**src/rtl/tsq_pkg.sv**
```systemverilog
package tsq_pkg;
  typedef enum logic [1:0] {
    ACT_GOTO = 2'd0,
    ACT_STAY = 2'd1,
    ACT_CLR  = 2'd2,
    ACT_FIRE = 2'd3
  } tsq_act_e;
endpackage

```
**src/rtl/tsq_cfg_store.sv**
```systemverilog
module tsq_cfg_store #(
  parameter int LEVELS   = 4,
  parameter int BRANCHES = 2,
  parameter int DATA_W   = 16,
  parameter int CNT_W    = 16,
  localparam int LVL_W   = (LEVELS > 1) ? $clog2(LEVELS) : 1,
  localparam int BR_W    = (BRANCHES > 1) ? $clog2(BRANCHES) : 1
) (
  input  logic                              clk,
  input  logic                              rst_n,
  input  logic                              br_we,
  input  logic                              lim_we,
  input  logic [LVL_W-1:0]                  wr_lvl,
  input  logic [BR_W-1:0]                   wr_br,
  input  logic [DATA_W-1:0]                 wr_mask,
  input  logic [DATA_W-1:0]                 wr_value,
  input  logic                              wr_qual_en,
  input  logic                              wr_on_tmo,
  input  logic [1:0]                        wr_act,
  input  logic [LVL_W-1:0]                  wr_tgt,
  input  logic [CNT_W-1:0]                  wr_limit,
  input  logic [LVL_W-1:0]                  rd_lvl,
  output logic [BRANCHES-1:0][DATA_W-1:0]   rd_mask,
  output logic [BRANCHES-1:0][DATA_W-1:0]   rd_value,
  output logic [BRANCHES-1:0]               rd_qual_en,
  output logic [BRANCHES-1:0]               rd_on_tmo,
  output logic [BRANCHES-1:0][1:0]          rd_act,
  output logic [BRANCHES-1:0][LVL_W-1:0]    rd_tgt,
  output logic [CNT_W-1:0]                  rd_limit
);

  logic [DATA_W-1:0] mask_q  [LEVELS][BRANCHES];
  logic [DATA_W-1:0] value_q [LEVELS][BRANCHES];
  logic              qual_q  [LEVELS][BRANCHES];
  logic              tmo_q   [LEVELS][BRANCHES];
  logic [1:0]        act_q   [LEVELS][BRANCHES];
  logic [LVL_W-1:0]  tgt_q   [LEVELS][BRANCHES];
  logic [CNT_W-1:0]  lim_q   [LEVELS];

  for (genvar l = 0; l < LEVELS; l++) begin : g_lvl
    logic lvl_sel;
    assign lvl_sel = (wr_lvl == LVL_W'(l));

    for (genvar b = 0; b < BRANCHES; b++) begin : g_br
      logic br_en;
      assign br_en = br_we & lvl_sel & (wr_br == BR_W'(b));

      always_ff @(posedge clk or negedge rst_n) begin
        if (!rst_n) begin
          mask_q[l][b]  <= '0;
          value_q[l][b] <= '0;
          qual_q[l][b]  <= 1'b0;
          tmo_q[l][b]   <= 1'b0;
          act_q[l][b]   <= 2'd0;
          tgt_q[l][b]   <= '0;
        end else if (br_en) begin
          mask_q[l][b]  <= wr_mask;
          value_q[l][b] <= wr_value;
          qual_q[l][b]  <= wr_qual_en;
          tmo_q[l][b]   <= wr_on_tmo;
          act_q[l][b]   <= wr_act;
          tgt_q[l][b]   <= wr_tgt;
        end
      end
    end

    always_ff @(posedge clk or negedge rst_n) begin
      if (!rst_n) begin
        lim_q[l] <= '0;
      end else if (lim_we && lvl_sel) begin
        lim_q[l] <= wr_limit;
      end
    end
  end

  // read port: the branch set of one level, selected without a wide index
  always_comb begin
    rd_mask    = '0;
    rd_value   = '0;
    rd_qual_en = '0;
    rd_on_tmo  = '0;
    rd_act     = '0;
    rd_tgt     = '0;
    rd_limit   = '0;
    for (int l = 0; l < LEVELS; l++) begin
      if (rd_lvl == LVL_W'(l)) begin
        rd_limit = lim_q[l];
        for (int b = 0; b < BRANCHES; b++) begin
          rd_mask[b]    = mask_q[l][b];
          rd_value[b]   = value_q[l][b];
          rd_qual_en[b] = qual_q[l][b];
          rd_on_tmo[b]  = tmo_q[l][b];
          rd_act[b]     = act_q[l][b];
          rd_tgt[b]     = tgt_q[l][b];
        end
      end
    end
  end

endmodule

```
**src/rtl/tsq_branch_eval.sv**
```systemverilog
module tsq_branch_eval #(
  parameter int DATA_W = 16
) (
  input  logic [DATA_W-1:0] data,
  input  logic              qual_n,
  input  logic [DATA_W-1:0] mask,
  input  logic [DATA_W-1:0] value,
  input  logic              qual_en,
  input  logic              on_tmo,
  input  logic              tmo_hit,
  output logic              hit
);

  logic pat_ok;
  logic qual_ok;
  logic tmo_ok;

  always_comb begin
    pat_ok  = (((data ^ value) & mask) == '0);
    qual_ok = ~qual_en | ~qual_n;
    tmo_ok  = ~on_tmo | tmo_hit;
    hit     = pat_ok & qual_ok & tmo_ok;
  end

endmodule

```
**src/rtl/tsq_prio_pick.sv**
```systemverilog
module tsq_prio_pick #(
  parameter int N  = 2,
  localparam int IW = (N > 1) ? $clog2(N) : 1
) (
  input  logic [N-1:0]  req,
  output logic          any,
  output logic [IW-1:0] idx
);

  always_comb begin
    any = |req;
    idx = '0;
    for (int i = N - 1; i >= 0; i--) begin
      if (req[i]) idx = IW'(i);
    end
  end

endmodule

```
**src/rtl/tsq_trigger_seq.sv**
```systemverilog
module tsq_trigger_seq #(
  parameter int LEVELS   = 4,
  parameter int BRANCHES = 2,
  parameter int DATA_W   = 16,
  parameter int CNT_W    = 16,
  localparam int LVL_W   = (LEVELS > 1) ? $clog2(LEVELS) : 1,
  localparam int BR_W    = (BRANCHES > 1) ? $clog2(BRANCHES) : 1
) (
  input  logic              clk,
  input  logic              rst_n,
  input  logic              arm,
  input  logic              smp_valid,
  input  logic [DATA_W-1:0] smp_data,
  input  logic              smp_qual_n,
  input  logic              cfg_br_we,
  input  logic              cfg_lim_we,
  input  logic [LVL_W-1:0]  cfg_lvl,
  input  logic [BR_W-1:0]   cfg_br,
  input  logic [DATA_W-1:0] cfg_mask,
  input  logic [DATA_W-1:0] cfg_value,
  input  logic              cfg_qual_en,
  input  logic              cfg_on_tmo,
  input  logic [1:0]        cfg_action,
  input  logic [LVL_W-1:0]  cfg_target,
  input  logic [CNT_W-1:0]  cfg_limit,
  output logic              trig_pulse,
  output logic              triggered,
  output logic [LVL_W-1:0]  cur_level
);
  import tsq_pkg::*;

  localparam logic [CNT_W-1:0] CNT_MAX = '1;

  // reset: asserted asynchronously, released on the clock
  logic rst_s1_q, rst_s2_q, rst_i_n;

  always_ff @(posedge clk or negedge rst_n) begin
    if (!rst_n) begin
      rst_s1_q <= 1'b0;
      rst_s2_q <= 1'b0;
    end else begin
      rst_s1_q <= 1'b1;
      rst_s2_q <= rst_s1_q;
    end
  end
  assign rst_i_n = rst_s2_q;

  // state
  logic [LVL_W-1:0] lvl_q, lvl_d;
  logic [CNT_W-1:0] cnt_q, cnt_d;
  logic             trg_q, trg_d;
  logic             pls_q, pls_d;
  logic             state_en;

  // configuration of the active level
  logic [BRANCHES-1:0][DATA_W-1:0] br_mask;
  logic [BRANCHES-1:0][DATA_W-1:0] br_value;
  logic [BRANCHES-1:0]             br_qual_en;
  logic [BRANCHES-1:0]             br_on_tmo;
  logic [BRANCHES-1:0][1:0]        br_act;
  logic [BRANCHES-1:0][LVL_W-1:0]  br_tgt;
  logic [CNT_W-1:0]                lvl_limit;

  tsq_cfg_store #(
    .LEVELS   (LEVELS),
    .BRANCHES (BRANCHES),
    .DATA_W   (DATA_W),
    .CNT_W    (CNT_W)
  ) u_cfg (
    .clk        (clk),
    .rst_n      (rst_i_n),
    .br_we      (cfg_br_we),
    .lim_we     (cfg_lim_we),
    .wr_lvl     (cfg_lvl),
    .wr_br      (cfg_br),
    .wr_mask    (cfg_mask),
    .wr_value   (cfg_value),
    .wr_qual_en (cfg_qual_en),
    .wr_on_tmo  (cfg_on_tmo),
    .wr_act     (cfg_action),
    .wr_tgt     (cfg_target),
    .wr_limit   (cfg_limit),
    .rd_lvl     (lvl_q),
    .rd_mask    (br_mask),
    .rd_value   (br_value),
    .rd_qual_en (br_qual_en),
    .rd_on_tmo  (br_on_tmo),
    .rd_act     (br_act),
    .rd_tgt     (br_tgt),
    .rd_limit   (lvl_limit)
  );

  // branch conditions, one evaluator per branch
  logic                tmo_hit;
  logic [BRANCHES-1:0] br_hit;

  assign tmo_hit = (cnt_q >= lvl_limit);

  for (genvar b = 0; b < BRANCHES; b++) begin : g_eval
    tsq_branch_eval #(.DATA_W(DATA_W)) u_eval (
      .data    (smp_data),
      .qual_n  (smp_qual_n),
      .mask    (br_mask[b]),
      .value   (br_value[b]),
      .qual_en (br_qual_en[b]),
      .on_tmo  (br_on_tmo[b]),
      .tmo_hit (tmo_hit),
      .hit     (br_hit[b])
    );
  end

  logic            sel_any;
  logic [BR_W-1:0] sel_idx;

  tsq_prio_pick #(.N(BRANCHES)) u_pick (
    .req (br_hit),
    .any (sel_any),
    .idx (sel_idx)
  );

  // next state
  tsq_act_e   sel_act;
  logic [CNT_W-1:0] cnt_inc;

  always_comb begin
    sel_act  = tsq_act_e'(br_act[sel_idx]);
    cnt_inc  = (cnt_q == CNT_MAX) ? cnt_q : cnt_q + 1'b1;
    state_en = arm | (smp_valid & ~trg_q);
    lvl_d    = lvl_q;
    cnt_d    = cnt_q;
    trg_d    = trg_q;
    pls_d    = 1'b0;
    if (arm) begin
      lvl_d = '0;
      cnt_d = '0;
      trg_d = 1'b0;
    end else if (smp_valid && !trg_q) begin
      cnt_d = cnt_inc;
      if (sel_any) begin
        unique case (sel_act)
          ACT_GOTO: begin
            lvl_d = br_tgt[sel_idx];
            cnt_d = '0;
          end
          ACT_STAY: ;
          ACT_CLR:  cnt_d = '0;
          ACT_FIRE: begin
            trg_d = 1'b1;
            pls_d = 1'b1;
          end
          default: ;
        endcase
      end
    end
  end

  // registers
  always_ff @(posedge clk or negedge rst_i_n) begin
    if (!rst_i_n) begin
      lvl_q <= '0;
      cnt_q <= '0;
      trg_q <= 1'b0;
    end else if (state_en) begin
      lvl_q <= lvl_d;
      cnt_q <= cnt_d;
      trg_q <= trg_d;
    end
  end

  always_ff @(posedge clk or negedge rst_i_n) begin
    if (!rst_i_n) begin
      pls_q <= 1'b0;
    end else begin
      pls_q <= pls_d;
    end
  end

  assign trig_pulse = pls_q;
  assign triggered  = trg_q;
  assign cur_level  = lvl_q;

endmodule

```
**config.mk**
```make
export PLATFORM = sky130hd
export DESIGN_NAME = tsq_trigger_seq
export DESIGN_NICKNAME = d
export VERILOG_FILES = /design/src/rtl/tsq_pkg.sv /design/src/rtl/tsq_cfg_store.sv /design/src/rtl/tsq_branch_eval.sv /design/src/rtl/tsq_prio_pick.sv /design/src/rtl/tsq_trigger_seq.sv
export SDC_FILE = /design/constraint.sdc
export NUM_CORES = 1
export LEC_CHECK = 0
export BUFFER_PORTS_ARGS = -buffer_cell sky130_fd_sc_hd__buf_2
export CAP_MARGIN = 0
export CORE_AREA = 2 2 185 187
export CTS_CLUSTER_SIZE = 24
export DETAILED_ROUTE_END_ITERATION = 8
export DIE_AREA = 0 0 187 189
export PLACE_DENSITY = 0.8
export SLEW_MARGIN = 20
export SYNTH_ARGS = -nofsm -noshare
export SYNTH_HDL_FRONTEND = slang
export SYNTH_SLANG_ARGS = --single-unit
```
**constraint.sdc**
```tcl
create_clock -name clk -period 16.84 [get_ports clk]
set_input_delay 1.684 -clock clk [delete_from_list [all_inputs] [get_ports clk]]
set_output_delay 1.684 -clock clk [all_outputs]
set_load 0.01 [all_outputs]
```
### After elaboration in Yosys (flattened, before gate mapping)

Cells that the tools add are included.

* logic and storage cells: 174
* register bits: 390
* input port bits: 80

* multiplexer cells: 51
* add/subtract/negate cells: 1
* reduce and logical (&&, ||, !) cells: 20
* bitwise operators: 33
* order comparisons: 2
* equality and inequality tests: 9

Operators by type and width (number)
* 2-to-1 mux 32 bit: 8
* 2-to-1 mux 16 bit: 9
* AND 16 bit: 2
* zero test 16 bit: 2
* 2-to-1 mux 2 bit: 16
* 2-to-1 mux 4 bit: 8
* XOR 16 bit: 2
* AND 1 bit: 17
* adder 16 x 1 -> 16 bit, second input constant: 1
* equality test 16 bit, second input constant: 1
* greater-or-equal comparator 16 bit: 1
* equality test 2 bit, second input constant: 6
* 2-to-1 mux 1 bit: 10
* AND reduction 4 bit: 2
* nonzero test 2 bit: 4
* inverter 1 bit: 7
* zero test 2 bit: 3
* logical AND 1 bit: 5
* bitwise OR 1 bit: 5
* equality test 2 x 1 -> 1 bit, second input constant: 2
* OR reduction 2 bit: 2
* < comparator 1 x 2 -> 1 bit, second input constant: 1
* AND reduction 2 bit: 1
* zero test 1 bit: 1

### Logic depth before layout (Yosys ltp)

* depth in word-level cells: 20
* depth in mapped cells: 22
* mapped depth without buffers: 12

### Cells and area by module

Synthesis repeated with hierarchy kept, for this count alone.

* cells, all modules: 1135
* area, all modules: 18271.3 µm²

By module, submodules not included
* tsq_cfg_store: area an instance 16215.6 µm², times used 1, cells each 898, sequential area each 9208.8 µm²
* tsq_trigger_seq: area an instance 1575.3 µm², times used 1, cells each 179, sequential area each 550.5 µm²
* tsq_branch_eval: area an instance 234.0 µm², times used 2, cells each 28, sequential area each 0.0 µm²
* tsq_prio_pick: area an instance 12.5 µm², times used 1, cells each 2, sequential area each 0.0 µm²

### Least setup slack after synthesis

No wires, ideal clock.

* path kind: flip-flop to flip-flop
* from: register lvl_q[0] (netlist: cur_level[0])
* to: register lvl_q[0] (netlist: cur_level[0])
* period minus slack after synthesis: 5.058 ns
* data required time: 16.763 ns
* buffers on the path: 8
* setup time: 0.077 ns
* stages on the path, launching flop included: 21
* arrival time: 4.981 ns
* slack: 11.782 ns
* cell sequence: dfrtp_1 > buf_6 > buf_12 > buf_8 > buf_2 > buf_2 > buf_2 > buf_2 > buf_1 > mux4_2 > inv_1 > ha_1 > a21o_1 > a21oi_1 > and3_1 > nor4b_1 > nand4_1 > or3_4 > or4_4 > a31o_1 > a21oi_1

* longest elaborated chain between the ends: 18
* elaborated cells on any way between the ends: 66

RTL lines
* start: declaration: RTL line tsq_trigger_seq.sv:49 `logic [LVL_W-1:0] lvl_q, lvl_d;`
* start signal: assignment: RTL line tsq_trigger_seq.sv:164 `lvl_q <= lvl_d;`
* branches (longest 18 deep; another with greater-or-equal comparator 16 bit)

Several ways; the timed one is not identified. The select of a mux whose other input is x is not followed.
A chain may end at the register's enable or synchronous reset.

### Final worst setup path

Same ends and word-level chain as after synthesis.

==> impl_metrics.tcl <==
set metrics [dict create \
    synth_top_area_share 0.539 \
    synth_warnings 0 \
    crit_type "reg2reg" \
    die-area_um2 35300 \
    mostFrequentLayoutCells "dfrtp_1 (387), mux2_2 (371), xor2_1 (96), buf_2 (83), clkbuf_16 (43)" \
    core_um2 33300 \
    drive_gt1_frac 0.408 \
    htreeDepth 2 \
    fin_setup_tns_ns 0 \
    grt_max_degree 201 \
    syn_nets 1406 \
    maxCapViolations 0 \
    setup_viol 0 \
    endpoint_kind "register" \
    top_usage_layer "met2" \
    cts-root-buf "clkbuf_16" \
    critPathSlowestCell "dfrtp_4" \
    met3_usage 0.0382 \
    timing.final.ws_setup_ns 12.31 \
    final.setup_skew_ns 0.0120 \
    slew_headroom 0.321 \
    status "completed" \
    grt_pass1_wl_mm 66.2 \
    ant_nets 0 \
    start_util 0.544 \
    power_leakage_nw 8.71 \
    synthCells 1309 \
    grtUsageMet2 0.388 \
    worst_pin_slew_ns 1.01 \
    dp.cells 1782 \
    finalMaxSlewViolations 0 \
    crit_arrival_ns 4.99 \
    seq_area_frac_synth 0.539 \
    fp.dieW_um 187 \
    rsz0062_at_grt "false" \
    place_worst_setup_slack_ns 12.32 \
    drtIter0Drc 791 \
    yosys_most_used_dff "dfrtp_1" \
    drc 0 \
    ir_drop_v 0.0000927 \
    portBuffers 83 \
    cts_max_path_buffers 3 \
    fmax_mhz 221 \
    fin_cells 1856 \
    period_share 0.269 \
    die_y_um 189 \
    numCtsBuffers 41 \
    hp-class "reg2async" \
    synth_edf_count 0 \
    period_minus_slack_ns 4.53 \
    clock_latency_ns 0.53 \
    wirelength_mm 40.9 \
    yosys.area.top_type "dfrtp_1" \
    cts_tree "built" \
    path_max_fanout 48 \
    ioPinCount 84 \
    startpoint "cur_level[0]" \
    drt-vias-per-instance 6.00 \
    worstReg2RegStart "cur_level[0]" \
    grt-ovfl-total 0 \
    clock_sinks 390 \
    wl_per_cell_um 22.0 \
    slowest_delay_ns 0.82 \
    ys_seq_elements 390 \
    syn_area_per_cell_um2 13.8 \
    num_rows 67 \
    grt.total_usage 0.237 \
    ys_top_cells_by_area "dfrtp_1 (54%), mux2_2 (23%), xor2_1 (4.6%)" \
    nets 1476 \
    hold_viol 0 \
    grt_pass1_vias 11900 \
    power-per-cell-area_nw_per_um2 126 \
    synth_cell_types 68 \
    crit_path_start_kind "register" \
    synth_area_um2 18100 \
    drt-pass1-iter-count 5 \
    cts_setup_buffers 0 \
    gp_congestion 0.822 \
    syn_to_final_growth_pct 11.9 \
    required_ns 17.30 \
    synth_async_sr_flop_share 1.00 \
    utilization 0.609 \
    path_cells "buf_4, mux2_1, or4b_2, or4b_1, a2111oi_2, nand4_1, or3_4, or4_4, a31o_1, a21oi_1" \
    via_count 11100 \
    dp_hpwl_mm 26.1 \
    grt_use_met1 0.327 \
    layout_commonest_cell "dfrtp_1" \
    clkTransAtPathRegs_ns 0.06 \
    cts_resized 0 \
    antenna_found_initial 4 \
    hold_buffers 0 \
]
layer usage:
layer	vias up	wire, um
met3	80	1870
li1	4965	-
met2	269	19700
met4	4	1050
met5	-	24
met1	5825	18300
registers in the layout (all words and copies together), names as in the netlist:
name	flops
rst_i_n	1
cur_level	2
rst_s1_q	1
u_cfg.value_q	128
u_cfg.act_q	16
trig_pulse	1
u_cfg.tgt_q	16
triggered	1
u_cfg.qual_q	8
cnt_q	16
u_cfg.lim_q	64
u_cfg.mask_q	128
u_cfg.tmo_q	8
cell usage after synthesis (11+ instances only):
| library cell | count |
|---|---|
| clkbuf_1 | 52 |
| nand3_1 | 25 |
| ha_1 | 17 |
| mux4_2 | 28 |
| mux2i_1 | 23 |
| mux2_2 | 371 |
| inv_1 | 24 |
| a221oi_1 | 11 |
| a22oi_1 | 16 |
| xor2_1 | 96 |
| a31oi_1 | 18 |
| nor2_1 | 18 |
| nand2_1 | 27 |
| dfrtp_1 | 390 |
| a21oi_1 | 28 |
stage by stage:
stage | hold WS [ns] | instance area [um^2] | power [W]
2_1_floorplan | 0.331 | 18100 | 0.00156
3_3_place_gp | 0.338 | 18900 | 0.00167
3_5_place_dp | 0.357 | 18900 | 0.00170
4_1_cts | 0.363 | 20200 | 0.00257
5_1_grt | 0.363 | 20300 | 0.00268
6_report | 0.351 | 20300 | 0.00256
critical path, delay by kind of cell, from the launching register on:
family	cells	cell delay [ns]
AO/OA/AOI/OAI	3	0.65
buffers and inverters	1	0.68
flip-flops	1	0.82
multiplexers	1	0.40
AND/OR/NAND/NOR	5	1.85
cells by family after synthesis:
kind of cell | count (synthesis) | synth area share
muxes | 423 | 0.279
DFF | 390 | 0.539
and+or+nand+nor | 151 | 0.0486
AOI/OAI and AO/OA | 130 | 0.0512
buffers and inverters | 100 | 0.0240
xor gates and xnor gates | 97 | 0.0469
adders and majority gates | 17 | 0.0117
other | 1 | 0.000207
final cells by class:
class | instances | area (um^2)
tap | 448 | 561
sequential | 390 | 9770
multi-input combinational | 819 | 7960
clock inverter | 6 | 58.8
clock buffer | 61 | 1230
fill | 2485 | 13000
inverter | 26 | 97.6
timing repair buffer | 101 | 591
antenna | 5 | 12.5
where the power goes:
part	total (W)	internal (W)	switching, W
Sequential	0.00124	0.00113	0.000113
Combinational	0.000444	0.000246	0.000198
Clock	0.000875	0.000518	0.000357
Total	0.00256	0.00189	0.000668
final timing paths:
check,to,slack (ns),cells past startpoint
setup reg to reg,cur_level[0],12.31,10
setup / recovery,cur_level[0],12.31,10
hold reg to reg,u_cfg.lim_q[4],0.35,0
min in group clk,rst_i_n,0.36,0
max in group asynchronous,u_cfg.mask_q[10],14.26,3
hold / removal,u_cfg.lim_q[4],0.35,0
(Power assumes the default switching activity.)
